--- src/rtl/spc_pkg.sv ---
package spc_pkg;
  typedef enum logic [1:0] {
    ACC_ADDR = 2'b00,
    ACC_RD   = 2'b01,
    ACC_WR   = 2'b10,
    ACC_CFG  = 2'b11
  } acc_e;
endpackage

--- src/rtl/spc_beat_cnt.sv ---
module spc_beat_cnt #(
  parameter int MAX_BEATS = 12,
  localparam int CW = $clog2(MAX_BEATS)
) (
  input  logic          clk_i,
  input  logic          rst_ni,
  input  logic          wide_i,
  input  logic          step_i,
  input  logic          clr_i,
  output logic [CW-1:0] idx_o,
  output logic          last_o
);
  localparam logic [CW-1:0] LAST_N = CW'(MAX_BEATS - 1);
  localparam logic [CW-1:0] LAST_W = CW'(MAX_BEATS / 2 - 1);

  assign last_o = (idx_o == (wide_i ? LAST_W : LAST_N));

  always_ff @(posedge clk_i or negedge rst_ni) begin
    if (!rst_ni)     idx_o <= '0;
    else if (clr_i)  idx_o <= '0;
    else if (step_i) idx_o <= last_o ? '0 : idx_o + 1'b1;
  end

  AST_IDX_BOUND: assert property (@(posedge clk_i) disable iff (!rst_ni)
    int'(idx_o) < MAX_BEATS);
endmodule

--- src/rtl/spc_word_asm.sv ---
module spc_word_asm #(
  parameter int FULL_W = 96,
  parameter int LANE_W = 8,
  localparam int NB = FULL_W / LANE_W,
  localparam int CW = $clog2(NB)
) (
  input  logic              clk_i,
  input  logic              rst_ni,
  input  logic              we_i,
  input  logic              wide_i,
  input  logic [CW-1:0]     idx_i,
  input  logic [2*LANE_W-1:0] din_i,
  output logic [FULL_W-1:0] word_o
);
  always_ff @(posedge clk_i or negedge rst_ni) begin
    if (!rst_ni) word_o <= '0;
    else if (we_i) begin
      for (int b = 0; b < NB; b++) begin
        if (!wide_i && b == int'(idx_i))
          word_o[b*LANE_W +: LANE_W] <= din_i[LANE_W-1:0];
        else if (wide_i && (b / 2) == int'(idx_i))
          word_o[b*LANE_W +: LANE_W] <= din_i[(b % 2)*LANE_W +: LANE_W];
      end
    end
  end
endmodule

--- src/rtl/spc_id_filter.sv ---
module spc_id_filter #(
  parameter int DATA_W = 16,
  parameter int ID_W   = 4,
  localparam int LANE_W = DATA_W / 2
) (
  input  logic              clk_i,
  input  logic              rst_ni,
  input  logic              arm_i,
  input  logic              beat_i,
  input  logic [ID_W-1:0]   chip_id_i,
  input  logic [DATA_W-1:0] din_i,
  output logic              cfg_valid_o,
  output logic [DATA_W-1:0] cfg_data_o
);
  localparam logic [LANE_W-1:0] BCAST = '1;

  logic              hdr_pend, match;
  logic [LANE_W-1:0] cid_ext, hid;

  assign cid_ext = {{(LANE_W-ID_W){1'b0}}, chip_id_i};
  assign hid     = din_i[LANE_W-1:0];

  always_ff @(posedge clk_i or negedge rst_ni) begin
    if (!rst_ni) begin
      hdr_pend    <= 1'b0;
      match       <= 1'b0;
      cfg_valid_o <= 1'b0;
      cfg_data_o  <= '0;
    end else begin
      cfg_valid_o <= 1'b0;
      if (arm_i) begin
        hdr_pend <= 1'b1;
        match    <= 1'b0;
      end else if (beat_i && hdr_pend) begin
        hdr_pend <= 1'b0;
        match    <= (hid == BCAST) || (hid == cid_ext);
      end else if (beat_i && match) begin
        cfg_valid_o <= 1'b1;
        cfg_data_o  <= din_i;
      end
    end
  end

  AST_HDR_NOT_FWD: assert property (@(posedge clk_i) disable iff (!rst_ni)
    $past(beat_i && hdr_pend) |-> !cfg_valid_o);
  AST_FWD_ONLY_MATCH: assert property (@(posedge clk_i) disable iff (!rst_ni)
    cfg_valid_o |-> match);
endmodule

--- src/rtl/spc_rd_pipe.sv ---
module spc_rd_pipe #(
  parameter int DATA_W = 16
) (
  input  logic              clk_i,
  input  logic              rst_ni,
  input  logic              lat_i,
  input  logic              launch_i,
  input  logic [DATA_W-1:0] slice_i,
  output logic              data_oe_o,
  output logic [DATA_W-1:0] rd_data_o
);
  logic [DATA_W-1:0] s1_data, s2_data;

  always_ff @(posedge clk_i or negedge rst_ni) begin
    if (!rst_ni) begin
      data_oe_o <= 1'b0;
      s1_data   <= '0;
      s2_data   <= '0;
    end else begin
      data_oe_o <= launch_i;
      if (launch_i) s1_data <= slice_i;
      s2_data <= s1_data;
    end
  end

  assign rd_data_o = lat_i ? s2_data : s1_data;

  AST_OE_PULSE_SRC: assert property (@(posedge clk_i) disable iff (!rst_ni)
    $past(launch_i) |-> data_oe_o);
endmodule

--- src/rtl/spc_port.sv ---
module spc_port
  import spc_pkg::*;
#(
  parameter int DATA_W = 16,
  parameter int ADDR_W = 32,
  parameter int REG_W  = 96,
  parameter int ID_W   = 4
) (
  input  logic              clk_i,
  input  logic              rst_ni,
  input  logic              wide_i,
  input  logic              lat_i,
  input  logic [ID_W-1:0]   chip_id_i,
  input  logic              cs_i,
  input  logic [1:0]        type_i,
  input  logic [DATA_W-1:0] data_i,
  input  logic [REG_W-1:0]  reg_rdata_i,
  output logic [ADDR_W-1:0] reg_addr_o,
  output logic [REG_W-1:0]  reg_wdata_o,
  output logic              reg_wr_o,
  output logic              data_oe_o,
  output logic [DATA_W-1:0] rd_data_o,
  output logic              cfg_valid_o,
  output logic [DATA_W-1:0] cfg_data_o,
  output logic              err_o
);
  localparam int LANE_W  = DATA_W / 2;
  localparam int A_BEATS = ADDR_W / LANE_W;
  localparam int D_BEATS = REG_W / LANE_W;
  localparam int ACW     = $clog2(A_BEATS);
  localparam int DCW     = $clog2(D_BEATS);

  acc_e              acc;
  logic [DATA_W-1:0] din;
  logic              addr_vld;
  logic              addr_beat, addr_done, seq_bad;
  logic              rd_beat, wr_beat, cfg_beat;
  logic [ACW-1:0]    a_idx;
  logic [DCW-1:0]    d_idx;
  logic              a_last, d_last;
  logic [DATA_W-1:0] rd_slice;

  assign acc = acc_e'(type_i);
  assign din = wide_i ? data_i : {{LANE_W{1'b0}}, data_i[LANE_W-1:0]};

  assign addr_beat = cs_i && (acc == ACC_ADDR);
  assign addr_done = addr_beat && a_last;
  assign seq_bad   = cs_i && (acc != ACC_ADDR) && !addr_vld;
  assign rd_beat   = cs_i && addr_vld && (acc == ACC_RD);
  assign wr_beat   = cs_i && addr_vld && (acc == ACC_WR);
  assign cfg_beat  = cs_i && addr_vld && (acc == ACC_CFG);

  spc_beat_cnt #(.MAX_BEATS(A_BEATS)) u_acnt (
    .clk_i, .rst_ni, .wide_i, .step_i(addr_beat), .clr_i(1'b0),
    .idx_o(a_idx), .last_o(a_last));

  spc_beat_cnt #(.MAX_BEATS(D_BEATS)) u_dcnt (
    .clk_i, .rst_ni, .wide_i, .step_i(rd_beat || wr_beat), .clr_i(addr_done),
    .idx_o(d_idx), .last_o(d_last));

  spc_word_asm #(.FULL_W(ADDR_W), .LANE_W(LANE_W)) u_aasm (
    .clk_i, .rst_ni, .we_i(addr_beat), .wide_i, .idx_i(a_idx),
    .din_i(din), .word_o(reg_addr_o));

  spc_word_asm #(.FULL_W(REG_W), .LANE_W(LANE_W)) u_wasm (
    .clk_i, .rst_ni, .we_i(wr_beat), .wide_i, .idx_i(d_idx),
    .din_i(din), .word_o(reg_wdata_o));

  always_comb begin
    if (wide_i) rd_slice = reg_rdata_i[d_idx*DATA_W +: DATA_W];
    else        rd_slice = {{LANE_W{1'b0}}, reg_rdata_i[d_idx*LANE_W +: LANE_W]};
  end

  spc_rd_pipe #(.DATA_W(DATA_W)) u_rd (
    .clk_i, .rst_ni, .lat_i, .launch_i(rd_beat), .slice_i(rd_slice),
    .data_oe_o, .rd_data_o);

  spc_id_filter #(.DATA_W(DATA_W), .ID_W(ID_W)) u_idf (
    .clk_i, .rst_ni, .arm_i(addr_done), .beat_i(cfg_beat), .chip_id_i,
    .din_i(din), .cfg_valid_o, .cfg_data_o);

  always_ff @(posedge clk_i or negedge rst_ni) begin
    if (!rst_ni) begin
      addr_vld <= 1'b0;
      reg_wr_o <= 1'b0;
      err_o    <= 1'b0;
    end else begin
      if (addr_beat) addr_vld <= a_last;
      reg_wr_o <= wr_beat && d_last;
      if (seq_bad) err_o <= 1'b1;
    end
  end

  AST_WR_NEEDS_CS: assert property (@(posedge clk_i) disable iff (!rst_ni)
    reg_wr_o |-> $past(cs_i));
  AST_WR_ONE_CYCLE: assert property (@(posedge clk_i) disable iff (!rst_ni)
    reg_wr_o |=> !reg_wr_o);
  AST_OE_FROM_READ: assert property (@(posedge clk_i) disable iff (!rst_ni)
    data_oe_o |-> $past(cs_i && type_i == 2'b01));
  AST_ERR_STICKY: assert property (@(posedge clk_i) disable iff (!rst_ni)
    err_o |=> err_o);
  AST_NO_WR_UNADDR: assert property (@(posedge clk_i) disable iff (!rst_ni)
    $past(seq_bad) |-> !reg_wr_o && !data_oe_o && !cfg_valid_o);
endmodule

--- config.mk ---
export PLATFORM = sky130hd
export DESIGN_NAME = spc_port
export DESIGN_NICKNAME = d
export VERILOG_FILES = /design/src/rtl/spc_pkg.sv /design/src/rtl/spc_beat_cnt.sv /design/src/rtl/spc_word_asm.sv /design/src/rtl/spc_id_filter.sv /design/src/rtl/spc_rd_pipe.sv /design/src/rtl/spc_port.sv
export SDC_FILE = /design/constraint.sdc
export NUM_CORES = 1
export LEC_CHECK = 0
export CAP_MARGIN = 40
export CORE_AREA = 2 2 151 153
export CTS_BUF_LIST = sky130_fd_sc_hd__clkbuf_8
export CTS_CLUSTER_SIZE = 14
export DETAILED_ROUTE_END_ITERATION = 8
export DIE_AREA = 0 0 153 155
export PLACE_DENSITY = 0.78
export SYNTH_ARGS = -nofsm -noshare
export SYNTH_HDL_FRONTEND = slang
export SYNTH_SLANG_ARGS = --single-unit
--- constraint.sdc ---
create_clock -name clk_i -period 2.5 [get_ports clk_i]
set_input_delay 0.75 -clock clk_i [delete_from_list [all_inputs] [get_ports clk_i]]
set_output_delay 0.75 -clock clk_i [all_outputs]
set_load 0.02 [all_outputs]
==> impl_metrics.ini <==
[outcome]
status = finished clean

[final_layout]
num-fill-cells = 1789
final_common_cell = sky130_fd_sc_hd__clkdlybuf4s50_1
final_nets = 1258
syn_to_final_growth_pct = 42.61
antenna_cells_inserted = 0
final_design_utilization_pct = 61.31
stdcell_area_um2 = 13630
sequential_cell_area_um2 = 4735
final_layout_size_suffix_gt1_share_pct = 23.97
layout_common_cells = sky130_fd_sc_hd__clkdlybuf4s50_1 (268), sky130_fd_sc_hd__dfrtp_1 (187), sky130_fd_sc_hd__a21oi_1 (134)
multi_input_comb_area_um2 = 4427

[hold_path]
timing.hold.worst.class = input pin to async pin

[synthesis]
synth-main-ff-cell = sky130_fd_sc_hd__dfrtp_1
synth_compound_area_share_pct = 12.45
cell_count_after_synthesis = 822
syn_avg_cell_area_um2 = 11.62
synth_xor_xnor_area_share_pct = 0.8249
synth_enable_flop_cells = 0
ys_async_sr_fraction_pct = 100.0
synth_adder_area_share_pct = 1.048
synth.area.mux_share_pct = 22.42
ys_ff_latch = 189
yosys_warnings = 0
yosys.area_share.simple_pct = 9.585
synth_fp_nets = 953
synth_area_um2 = 9555
synth_top_family_by_area = multiplexers
number_of_unique_standard_cell_types_used_by_synthesis = 57
share_of_synthesized_area_occupied_by_flip_flops_and_latches_pct = 49.50

[pwr]
seq_power_share_pct = 35.4
internal-power_mw = 8.309
combPwrFrac_pct = 48.4
peakVddDrop_mv = 0.7317
total_switching_power_mw = 5.356
share_clk_of_total_power_pct = 16.3
power.density_cell_area_nw_per_um2 = 1003
power_leakage_nw = 5.906
p_sw_share_pct = 39.19

[setup_path]
cp_data_arrival_time_ns = 1.71
crit_path_max_incr_delay_ns = 0.32
cp_num_cells = 4
timing.reg2reg.setup_slack_ns = 0.31
library_cell_contributing_the_largest_single_delay_on_the_critical_path = sky130_fd_sc_hd__mux2_2
ff2ff_path_depth = 4
crit_path_max_fanout = 8
rr_startpoint = u_dcnt.idx_o[2]$_DFFE_PN0P_
critical_path.reg2reg.endpoint = u_rd.s1_data[3]$_DFFE_PN0P_
worstPathCellList = buf_4, bufbuf_16, mux2_2, clkdlybuf4s15_2
critical_path_buf_inv_count = 3
cp.required_ns = 1.75
timing_worst_setup_path_type = input pin to output port
critical-path-top-delay-family = buffers and inverters
cp-start-kind = input pin
endpoint_kind = output port

[clock_network]
postCtsSetupRepairBufs = 0
htree_num_levels = 4
cts-resized-gates = 44
hold_buffers = 0
cts_inserted_buffers = 17
clkLatencyLatePin_ns = 0.47
numClockSinks = 189
cts_tree = yes
clk_pin_slew_worst_paths_ns = 0.11
ctsRootBufferMaster = sky130_fd_sc_hd__clkbuf_8
ctsLongestPathBuffers = 2

[sta]
setup_viol_count_final = 0
rsz0062_at_grt = false
report.final.slew_viol_count = 0
final-hold-violation-count = 0
layout_min_cycle_time_ns = 2.463
tightest_slew_ns = 0.7413
timing.slew.headroom_pct = 50.58
post-route-period-util_pct = 98.52
fin_skew_ns = 0.02426
achievable-frequency_mhz = 406.0

[drt]
first_iter_violations = 519
route.detailed.wl_per_inst_um = 21.31
routed_via_density = 5.561
drc = 0
drt-pass1-iter-count = 5
route.vias.total = 7919
drt.antenna.violating_nets = 0
wirelength_mm = 30.35

[run]
drv_cap = 0

[placement]
port-buffer-count = 286
placed_cell_area_um2 = 13210
place.gp.congestion = 0.8320
detail_placement_hpwl_mm = 21.49

[die]
core.rowCount = 55
design.die.area_um2 = 23720
dieWidth_um = 153
ios = 287
die_height_um = 155
effective_utilization_at_floorplan_pct = 42.99
core_region_area_um2 = 22230

[global_routing]
grt_antenna_before_repair = 0
grt_most_used_layer = met2
grt_usage_pct = 25.57
global_route.usage.met1_pct = 33.15
number_of_global_route_vias_before_repair = 8240
globalRouteMet2Util_pct = 41.30
met3_demand_to_capacity_share_in_global_routing_pct = 7.409
grt_pass1_wl_mm = 47.38
grt_start_max_net_pins = 66
grt_remaining_overflow = 0
metrics by stage:
stage                     TNS, ns  total power, mW  worst slack (ns)  instances  hold slack (ns)
after floorplan                 0            8.635           0.09146        822           0.3701
after global placement     -11.87            11.41           -0.5454       1392           0.3962
after detailed placement   -12.38            11.59           -0.5806       1392           0.4036
after CTS                       0            13.74           0.02522       1424           0.2048
after global routing            0            14.41           0.01133       1424           0.2178
final                           0            13.67           0.03699       1424           0.2201
layout make-up:
cell class                      count  share of cell area (%)
Clock buffer                       17                   1.717
Clock inverter                     14                   1.469
Inverter                            9                  0.2479
Multi-Input combinational cell    553                   32.49
Sequential cell                   189                   34.74
Tap cell                          285                   2.617
Timing Repair Buffer              357                   26.72
metal layers:
| layer | wire length (µm) | part of all wire (%) | vias up |
|---|---|---|---|
| li1 | - | - | 3566 |
| met2 | 14650 | 48 | 355 |
| met4 | 803 | 2.6 | 0 |
| met5 | 0 | 0 | - |
| met3 | 2764 | 9.1 | 61 |
| met1 | 12130 | 40 | 3937 |
cell usage after synthesis, types with 6 or more instances:
cell                       count  area, µm²
sky130_fd_sc_hd__clkbuf_1     31      116.4
sky130_fd_sc_hd__inv_1         9      33.78
sky130_fd_sc_hd__buf_4        11      82.58
sky130_fd_sc_hd__o22ai_1       8      50.05
sky130_fd_sc_hd__dfrtp_1     189       4730
sky130_fd_sc_hd__nand2_1      31      116.4
sky130_fd_sc_hd__mux2i_1      25      250.2
sky130_fd_sc_hd__a221oi_1      8      70.07
sky130_fd_sc_hd__o21ai_0      19      95.09
sky130_fd_sc_hd__and2_1       10      62.56
sky130_fd_sc_hd__ha_1          8      100.1
sky130_fd_sc_hd__buf_2        22      110.1
sky130_fd_sc_hd__mux2_2      104       1171
sky130_fd_sc_hd__a21oi_1     134      670.6
sky130_fd_sc_hd__nor2_1       83      311.6
sky130_fd_sc_hd__a211oi_1     12      90.09
sky130_fd_sc_hd__mux4_2       32      720.7
sky130_fd_sc_hd__nor3_1        6      30.03
power groups by stage:
stage               Combinational (mW)  Sequential (mW)  Clock, mW
finish                            6.61             4.83       2.22
floorplan                         3.05             5.58          0
detailed placement                6.70             4.89          0
CTS                               6.63             4.83       2.27
global route                      7.06             4.96       2.39
global placement                  6.58             4.83          0
sequential cells by signal (all words and copies together), names as in the netlist:
name,count
u_wasm.word_o,96
u_aasm.word_o,32
u_idf.cfg_data_o,16
u_rd.s1_data,16
u_rd.s2_data,16
u_dcnt.idx_o,4
u_acnt.idx_o,2
addr_vld,1
err_o,1
reg_wr_o,1
u_idf.cfg_valid_o,1
u_idf.hdr_pend,1
u_idf.match,1
u_rd.data_oe_o,1
worst max path at each step:
| stage | end | start |
|---|---|---|
| after floorplan | rd_data_o[0] | lat_i |
| after global placement | rd_data_o[3] | lat_i |
| after detailed placement | rd_data_o[5] | lat_i |
| after CTS | rd_data_o[1] | lat_i |
| after global routing | rd_data_o[1] | lat_i |
| final | rd_data_o[1] | lat_i |
worst register-to-register path: cells and delay by family (launching register included):
family             cells  cell delay (ns)
AOI/OAI and AO/OA      3             0.63
and+or+nand+nor        1             0.74
DFF                    1             0.73
cell families after synthesis:
family	after synthesis
compound gates	200
flops	189
simple gates	175
mux	161
buf+inv	80
xor+xnor	9
fa+ha+maj	8
Note: power is estimated with default switching activity, not from simulation.
